<file path="src/rtl/wdt_pkg.sv">
package wdt_pkg;
  localparam int DATA_W       = 32;
  localparam int OFF_RELOAD   = 'h000;
  localparam int OFF_COUNT    = 'h004;
  localparam int OFF_CTRL     = 'h008;
  localparam int OFF_CLEAR    = 'h00C;
  localparam int OFF_RAW      = 'h010;
  localparam int OFF_MASKED   = 'h014;
  localparam int OFF_LOCK     = 'hC00;
  localparam int OFF_TCTRL    = 'hF00;
  localparam int OFF_TOUT     = 'hF04;
  localparam logic [DATA_W-1:0] UNLOCK_KEY = 32'h1ACCE551;
endpackage

</file>
<file path="src/rtl/wdt_counter.sv">
module wdt_counter #(
  parameter int CNT_W = 32
) (
  input  logic             clk,
  input  logic             rst_n,
  input  logic             ce,
  input  logic             load_we,
  input  logic [CNT_W-1:0] load_val,
  input  logic             clr_we,
  input  logic             pend,
  output logic [CNT_W-1:0] reload,
  output logic [CNT_W-1:0] cnt,
  output logic             expire
);
  logic             running;
  logic             run_n;
  logic [CNT_W-1:0] cnt_n, reload_n;

  assign expire = running & ce & (cnt <= CNT_W'(1)) & ~load_we & ~clr_we;

  always_comb begin
    cnt_n    = cnt;
    run_n    = running;
    reload_n = reload;
    if (load_we) begin
      reload_n = load_val;
      cnt_n    = load_val;
      run_n    = 1'b1;
    end else if (clr_we) begin
      cnt_n = reload;
    end else if (expire) begin
      if (pend) begin
        cnt_n = '0;
        run_n = 1'b0;
      end else begin
        cnt_n = reload;
      end
    end else if (running && ce) begin
      cnt_n = cnt - CNT_W'(1);
    end
  end

  always_ff @(posedge clk or negedge rst_n) begin
    if (!rst_n) begin
      cnt     <= '1;
      reload  <= '1;
      running <= 1'b1;
    end else begin
      cnt     <= cnt_n;
      reload  <= reload_n;
      running <= run_n;
    end
  end


  step_down_chk: assert property (@(posedge clk) disable iff (!rst_n)
    (running && ce && cnt > CNT_W'(1) && !load_we && !clr_we) |=> (cnt == $past(cnt) - CNT_W'(1)));


  halt_hold_chk: assert property (@(posedge clk) disable iff (!rst_n)
    (!running && !load_we && !clr_we) |=> $stable(cnt));


  second_stop_chk: assert property (@(posedge clk) disable iff (!rst_n)
    (expire && pend) |=> (!running && cnt == '0));
endmodule

</file>
<file path="src/rtl/wdt_flags.sv">
module wdt_flags (
  input  logic clk,
  input  logic rst_n,
  input  logic expire,
  input  logic clr_we,
  output logic raw,
  output logic res
);
  logic raw_n, res_n;

  always_comb begin
    raw_n = raw;
    if (clr_we)                raw_n = 1'b0;
    else if (expire && !raw)   raw_n = 1'b1;
    res_n = res | (expire & raw);
  end

  always_ff @(posedge clk or negedge rst_n) begin
    if (!rst_n) begin
      raw <= 1'b0;
      res <= 1'b0;
    end else begin
      raw <= raw_n;
      res <= res_n;
    end
  end


  res_sticky_chk: assert property (@(posedge clk) disable iff (!rst_n) res |=> res);


  clear_drop_chk: assert property (@(posedge clk) disable iff (!rst_n) clr_we |=> !raw);
endmodule

</file>
<file path="src/rtl/wdt_outsel.sv">
module wdt_outsel (
  input  logic       raw,
  input  logic       res,
  input  logic [1:0] ctrl,
  input  logic       tmode,
  input  logic [1:0] tout,
  output logic       irq,
  output logic       rst_req
);
  always_comb begin
    if (tmode) begin
      irq     = tout[1];
      rst_req = tout[0];
    end else begin
      irq     = raw & ctrl[0];
      rst_req = res & ctrl[1];
    end
  end
endmodule

</file>
<file path="src/rtl/wdt_apb.sv">
module wdt_apb
  import wdt_pkg::*;
#(
  parameter int ADDR_W = 12,
  parameter int CNT_W  = 32,
  parameter bit LITE   = 1'b0
) (
  input  logic              clk,
  input  logic              rst_n,
  input  logic              wdog_ce,
  input  logic              psel,
  input  logic              penable,
  input  logic              pwrite,
  input  logic [ADDR_W-1:0] paddr,
  input  logic [31:0]       pwdata,
  output logic [31:0]       prdata,
  output logic              pready,
  output logic              pslverr,
  output logic              irq_o,
  output logic              rst_req_o
);
  logic             wr_en, open_wr;
  logic             sel_reload, sel_count, sel_ctrl, sel_clear, sel_raw;
  logic             sel_masked, sel_lock, sel_tctrl, sel_tout;
  logic             load_we, clr_we, ctrl_we;
  logic [1:0]       ctrl_q, ctrl_n;
  logic             lock_q, lock_n;
  logic             tmode;
  logic [1:0]       tout;
  logic [CNT_W-1:0] reload, cnt;
  logic             expire, raw, res;

  assign pready  = 1'b1;
  assign pslverr = 1'b0;

  assign wr_en      = psel & penable & pwrite;
  assign open_wr    = wr_en & ~lock_q;
  assign sel_reload = (paddr == ADDR_W'(OFF_RELOAD));
  assign sel_count  = (paddr == ADDR_W'(OFF_COUNT));
  assign sel_ctrl   = (paddr == ADDR_W'(OFF_CTRL));
  assign sel_clear  = (paddr == ADDR_W'(OFF_CLEAR));
  assign sel_raw    = (paddr == ADDR_W'(OFF_RAW));
  assign sel_masked = (paddr == ADDR_W'(OFF_MASKED));
  assign sel_lock   = (paddr == ADDR_W'(OFF_LOCK));
  assign sel_tctrl  = (paddr == ADDR_W'(OFF_TCTRL));
  assign sel_tout   = (paddr == ADDR_W'(OFF_TOUT));

  assign load_we = open_wr & sel_reload;
  assign clr_we  = open_wr & sel_clear;
  assign ctrl_we = open_wr & sel_ctrl & ~(LITE & ctrl_q[0]);

  always_comb begin
    ctrl_n = ctrl_we ? pwdata[1:0] : ctrl_q;
    lock_n = (wr_en && sel_lock) ? (pwdata != UNLOCK_KEY) : lock_q;
  end

  always_ff @(posedge clk or negedge rst_n) begin
    if (!rst_n) begin
      ctrl_q <= '0;
      lock_q <= 1'b0;
    end else begin
      ctrl_q <= ctrl_n;
      lock_q <= lock_n;
    end
  end

  generate
    if (LITE) begin : g_no_test
      assign tmode = 1'b0;
      assign tout  = 2'b00;
    end else begin : g_test
      logic       tmode_q, tmode_n;
      logic [1:0] tout_q, tout_n;
      always_comb begin
        tmode_n = (open_wr && sel_tctrl) ? pwdata[0]   : tmode_q;
        tout_n  = (open_wr && sel_tout)  ? pwdata[1:0] : tout_q;
      end
      always_ff @(posedge clk or negedge rst_n) begin
        if (!rst_n) begin
          tmode_q <= 1'b0;
          tout_q  <= '0;
        end else begin
          tmode_q <= tmode_n;
          tout_q  <= tout_n;
        end
      end
      assign tmode = tmode_q;
      assign tout  = tout_q;
    end
  endgenerate

  wdt_counter #(.CNT_W(CNT_W)) u_cnt (
    .clk(clk), .rst_n(rst_n), .ce(wdog_ce), .load_we(load_we),
    .load_val(pwdata[CNT_W-1:0]), .clr_we(clr_we), .pend(raw),
    .reload(reload), .cnt(cnt), .expire(expire)
  );

  wdt_flags u_flags (
    .clk(clk), .rst_n(rst_n), .expire(expire), .clr_we(clr_we),
    .raw(raw), .res(res)
  );

  wdt_outsel u_out (
    .raw(raw), .res(res), .ctrl(ctrl_q), .tmode(tmode), .tout(tout),
    .irq(irq_o), .rst_req(rst_req_o)
  );

  always_comb begin
    prdata = '0;
    if (sel_reload)      prdata = DATA_W'(reload);
    else if (sel_count)  prdata = DATA_W'(cnt);
    else if (sel_ctrl)   prdata = DATA_W'(ctrl_q);
    else if (sel_raw)    prdata = DATA_W'(raw);
    else if (sel_masked) prdata = DATA_W'(raw & ctrl_q[0]);
    else if (sel_lock)   prdata = DATA_W'(lock_q);
    else if (sel_tctrl)  prdata = DATA_W'(tmode);
  end


  locked_ctrl_chk: assert property (@(posedge clk) disable iff (!rst_n)
    (lock_q && wr_en && !sel_lock) |=> ($stable(ctrl_q) && $stable(reload)));


  lite_freeze_chk: assert property (@(posedge clk) disable iff (!rst_n)
    (LITE && ctrl_q[0]) |=> ctrl_q[0]);


  bus_resp_chk: assert property (@(posedge clk) disable iff (!rst_n)
    psel |-> (pready && !pslverr));
endmodule

</file>
<file path="config.mk">
export PLATFORM = sky130hd
export DESIGN_NAME = wdt_apb
export DESIGN_NICKNAME = d
export VERILOG_FILES = /design/src/rtl/wdt_pkg.sv /design/src/rtl/wdt_counter.sv /design/src/rtl/wdt_flags.sv /design/src/rtl/wdt_outsel.sv /design/src/rtl/wdt_apb.sv
export SDC_FILE = /design/constraint.sdc
export NUM_CORES = 1
export LEC_CHECK = 0
export BUFFER_PORTS_ARGS = -buffer_cell sky130_fd_sc_hd__buf_2
export CAP_MARGIN = 5
export CORE_AREA = 2 2 104 86
export CTS_CLUSTER_SIZE = 14
export DETAILED_ROUTE_END_ITERATION = 6
export DIE_AREA = 0 0 106 88
export PLACE_DENSITY_LB_ADDON = 0.1
export SETUP_SLACK_MARGIN = 0.5
export SLEW_MARGIN = 40
export SYNTH_ARGS = -nofsm -noshare
export SYNTH_HDL_FRONTEND = slang
export SYNTH_SLANG_ARGS = --single-unit
</file>
<file path="constraint.sdc">
create_clock -name clk -period 4.4 [get_ports clk]
set_input_delay 0 -clock clk [delete_from_list [all_inputs] [get_ports clk]]
set_output_delay 0 -clock clk [all_outputs]
set_load 0.05 [all_outputs]
</file>
**After elaboration in Yosys (flattened, before gate mapping)**

Index checks and enable logic that the tools add are counted.
Widths: inputs -> output; s select.

- Add/sub/neg operators: 1
- Magnitude comparators: 1
- Eq/ne operators: 10
- Multiplexer cells: 20
- Bitwise gates (word level): 18
- Reduce and logical (&&, ||, !) cells: 12

Operators by type and width:

| kind | number |
|---|---|
| $mux 32 | 7 |
| $eq 12x12->1 const B | 3 |
| $le 32x1->1 const B | 1 |
| $ne 32x29->1 const B | 1 |
| $sub 32x1->32 const B | 1 |
| $eq 12x4->1 const B | 2 |
| $eq 12x5->1 const B | 2 |
| $and 1x1->1 | 14 |
| $eq 12x3->1 const B | 1 |
| $logic_not 12->1 | 1 |
| $mux 1 | 12 |
| $reduce_bool 2->1 | 3 |
| $logic_and 1x1->1 | 5 |
| $reduce_bool 4->1 | 1 |
| $not 1->1 | 3 |
| $reduce_and 3->1 | 1 |
| $mux 2 | 1 |
| $ne 2x1->1 const B | 1 |
| $logic_not 1->1 | 1 |
| $or 1x1->1 | 1 |

- Register bits after elaboration: 73
- Input bits: 50
- Output and inout bits: 36
- Word-level logic and storage cells: 71

**Longest topological paths before layout**

- Depth after elaboration: 10
- Mapped depth: 10
- Gate-level depth less buffers: 8

**By module**

Synthesis repeated with hierarchy kept, for this count alone.

- Cell total of the unflattened synthesis: 463
- Area total of the unflattened synthesis: 4803.4 µm²

Modules (own cells, without submodules):

| module | times used | cells an instance | area an instance (µm²) | seq. area each (µm²) |
|---|---|---|---|---|
| wdt_counter | 1 | 317 | 3619.7 | 1707.9 |
| wdt_apb | 1 | 136 | 1091.0 | 150.1 |
| wdt_flags | 1 | 4 | 67.6 | 50.0 |
| wdt_outsel | 1 | 6 | 25.0 | 0.0 |

**Worst setup path before layout**

Ideal clock, no wire load.

- Path kind: reg-to-reg
- From: register u_cnt.cnt[0]
- To: register u_cnt.cnt[24]
- Arrival: 2316 ps
- Required time: 4316 ps
- Setup slack: 2000 ps
- Cell stages (with the launch flop): 11
- Buffers on the path: 2
- Period minus slack after synthesis: 2400 ps
- Path through: dfstp_2 inv_1 ha_1 or3b_2 clkbuf_1 or4_1 clkbuf_1 nor4_1 nor3_1 a221oi_1 nor2_1

- Longest elaborated chain between the ends: 7

Ends and longest elaborated chain:

| item | line | RTL |
|---|---|---|
| start: declaration | wdt_counter.sv:12 | `output logic [CNT_W-1:0] cnt,` |
| start signal: assignment | wdt_counter.sv:49 | `cnt <= cnt_n;` |
| $le 32x1->1 | wdt_counter.sv:19 | `assign expire = running & ce & (cnt <= CNT_W'(1)) & ~load_we & ~clr_we;` |
| $and 1x1->1 (3 in a row) | wdt_counter.sv:19 |  |
| $mux 32 | wdt_counter.sv:31 | `end else if (expire) begin` |
| $mux 32 | wdt_counter.sv:29 | `end else if (clr_we) begin` |
| $mux 32 | wdt_counter.sv:25 | `if (load_we) begin` |

Parallel ways exist; a longest one is shown, timed or not. The select of a mux whose other input is x is not followed.
A chain may end at the register's enable or synchronous reset.

**Final worst setup path**

- From: register u_cnt.cnt[0]
- To: register u_cnt.cnt[30]

The elaborated chain is that of the path after synthesis.

==> out/qor.txt <==
status - complete, no violations
peak supply drop - 0.000211 V
Least-Margin Pin Slew - 860 ps
TritonCTS clock tree - yes
pre-CTS setup slack - 1660 ps
vias in the first global route - 5118
adder and majority gate portion of the synthesized area - 0.504%
Critical Path RT - 4680 ps
DRC - 0
max-slew violations - 0
CP arrival - 3110 ps
Reg power frac - 46.9%
Top Usage Layer GRT - met2
synthesized area - 0.00496 mm²
initial antenna violation count - 0
Final Skew - 12.4 ps
mux share of post-synthesis cell area - 1.34%
clk slew on worst S/H paths - 90 ps
Fin. Hold Viols - 0
Min Clock Period, post-route - 2820 ps
fin nets - 740
GPL Wtd Cong - 0.975
Fmax achieved - 354 MHz
Initial DRC Count - 589
syn nets - 646
WS Path Type - reg2reg
PwrDens - 248 mW/mm²
Mean Syn Cell Area - 8.35 µm²
simple-gate area share of the yosys netlist - 30.9%
Crit-path slowest cell - or3b_2
met1 usage - 50.6%
first-pass GRT wire length - 27300 µm
Distinct cells, synth - 66
Slew HR - 42.3%
clock sink count - 73
post-route cell area - 0.00598 mm²
share of cells above drive strength 1 - 29.1%
Synth Area in XOR/XNOR - 1.77%
P_leak - 2.59 nW
Register Area - 0.00191 mm²
Synth top cells by count - 131 x nand2_1, 65 x dfstp_2, 38 x nor2_1, 33 x a21oi_1, 33 x a22o_1
Max-Cap Viols - 0
io pins - 86
Die X - 106 µm
final setup fails - 0
crit-path cells - inv_1 > ha_1 > or3b_2 > nor4_2 > nand2_1 > o311a_1 > a31oi_1 > nand4_1
Post-Route WL - 17400 µm
largest family of logic cells by synthesized area - simple AND/OR/NAND/NOR gates
core footprint - 0.00830 mm²
grt ovf - 0
final std cells w/o fill - 805
Net Sw Frac - 24.7%
area delta synth->final - 20.6%
power share of the combinational group - 8.2%
TritonRoute pass-1 iters - 5
Synth Area in Compound Gates - 22.7%
fin worst setup slack - 1580 ps
largest net degree at the start of global routing - 42
top cells by area, synth - dfstp_2 34%, nand2_1 9.9%, a22o_1 5.8%, dfrtp_1 4.0%, a21oi_1 3.3%
dpl cells - 758
Vias - 5347
Crit path max-delay family - simple AND/OR/NAND/NOR gates
Multi-input gate area - 0.00287 mm²
Critical Path Source Type - flip-flop
post-synth top area share - 34.4%
Starting Density - 59.8%
Async SR Flop Fraction - 100%
Buffers on Ports - 83
GR met3 Demand/Resource - 10.4%
cell accounting for the most synthesized area - dfstp_2
wire per inst - 21.6 µm
Clock Power Share - 44.9%
HPWL Detailed - 11900 µm
Layout fillers - 676
crit-path max cell delay - 570 ps
met2 usage - 59.5%
# rows - 30
Final Cycle Share - 64.2%
Post-Synthesis Cells - 594
Yosys reg bits - 73
worst path bufs/invs - 1
net switching power - 0.000365 W
H-tree level count - 3
Ant. Diodes - 0
final core occ - 72.1%
vias per inst - 6.64
Post-synth EDFFs - 0
CTS root buf - clkbuf_8
most frequent cell after synthesis - nand2_1
min-delay worst type - in2reg
register area share after synthesis - 38.5%
synth warn - 0
TNS Setup - 0 ps
Worst-Skew Late Latency - 360 ps
Die ar. - 0.00933 mm²
Num CTS Buffers - 9
top_reg_cell synth - dfstp_2
Clock Path Buffers - 2
overall routing resource usage - 38.4%
antenna violation net count after detailed routing - 0
crit end category - flip-flop
Die Height - 88 µm
placed cell areas - 0.00543 mm²
RSZ-0062 raised after global routing - no
Crit Path Max Fanout - 8
internal power - 0.00112 W
layer usage:
layer  part of all wire [%]  up-vias
li1                       -     2396
met1                     41     2548
met2                     44      349
met3                     11       54
met4                    3.7        0
met5                      0        -
per-stage QoR:
stage                     total power [W]  hold WS (ps)
after floorplan                  0.000744          -296
after global placement           0.000799          94.9
after detailed placement         0.000802           103
after CTS                         0.00148          26.6
after global routing              0.00152          39.1
final                             0.00148          47.9
cell usage in the layout, fill, tap and decap left out, types with 15 or more instances in the layout:
cell and n:
a22o_1 33, buf_2 83, nand3_1 20, a21oi_1 33, o21ai_0 20, dfstp_2 65
nor3_1 15, nand2_1 131, dlygate4sd3_1 31, nor2_1 37
power groups by stage:
stage / sequential [W] / combinational [W] / clock, W
after floorplan: 0.000701 / 0.0000431 / 0
after global placement: 0.000704 / 0.0000951 / 0
after detailed placement: 0.000704 / 0.0000981 / 0
after CTS: 0.000694 / 0.000120 / 0.000664
after global routing: 0.000695 / 0.000132 / 0.000688
final: 0.000694 / 0.000121 / 0.000666
final timing paths:
| kind | endpoint | from | cells past startpoint | slack (ps) |
|---|---|---|---|---|
| min | u_cnt.reload[14] | pwdata[14] | 3 | 50 |
| min in group asynchronous | u_flags.raw | rst_n | 2 | 250 |
| min reg2reg | u_flags.res | u_flags.res | 1 | 470 |
| max reg2reg | u_cnt.cnt[30] | u_cnt.cnt[0] | 8 | 1580 |
| max in group asynchronous | u_cnt.reload[0] | rst_n | 3 | 3110 |
| max | u_cnt.cnt[30] | u_cnt.cnt[0] | 8 | 1580 |
sequential cells by signal, indices dropped and copies added, names as in the netlist:
name            count
u_flags.res         1
u_cnt.cnt          32
lock_q              1
g_test.tout_q       2
ctrl_q              2
u_cnt.running       1
u_flags.raw         1
u_cnt.reload       32
g_test.tmode_q      1
tightest hold or removal path, delay by kind of cell:
family / cells / cell delay, ps
and+or+nand+nor: 1 / 190
buffers and inverters: 1 / 90
AOI/OAI and AO/OA: 1 / 100
what timing repair did:
action,4_1_cts,5_1_grt
setup buffers,0,0
hold buffers,31,0
resized for setup,0,0
endpoints found under the hold margin,40,0
logic make-up after synthesis:
family          Yosys count
compound gates          160
simple gates            295
other cells               2
mux                       6
xor+xnor                 10
flops                    73
buf+inv                  46
fa+ha+maj                 2
area by class of cell:
class | instances | share of cell area [%]
clock buffers | 10 | 2.13
clock inverters | 6 | 1.92
inverters | 8 | 0.502
multi-input cells | 475 | 48.0
flip-flops and latches | 73 | 31.9
well taps | 112 | 2.34
repair buffers | 121 | 13.2
No activity file was read; power rests on OpenSTA's default activity.
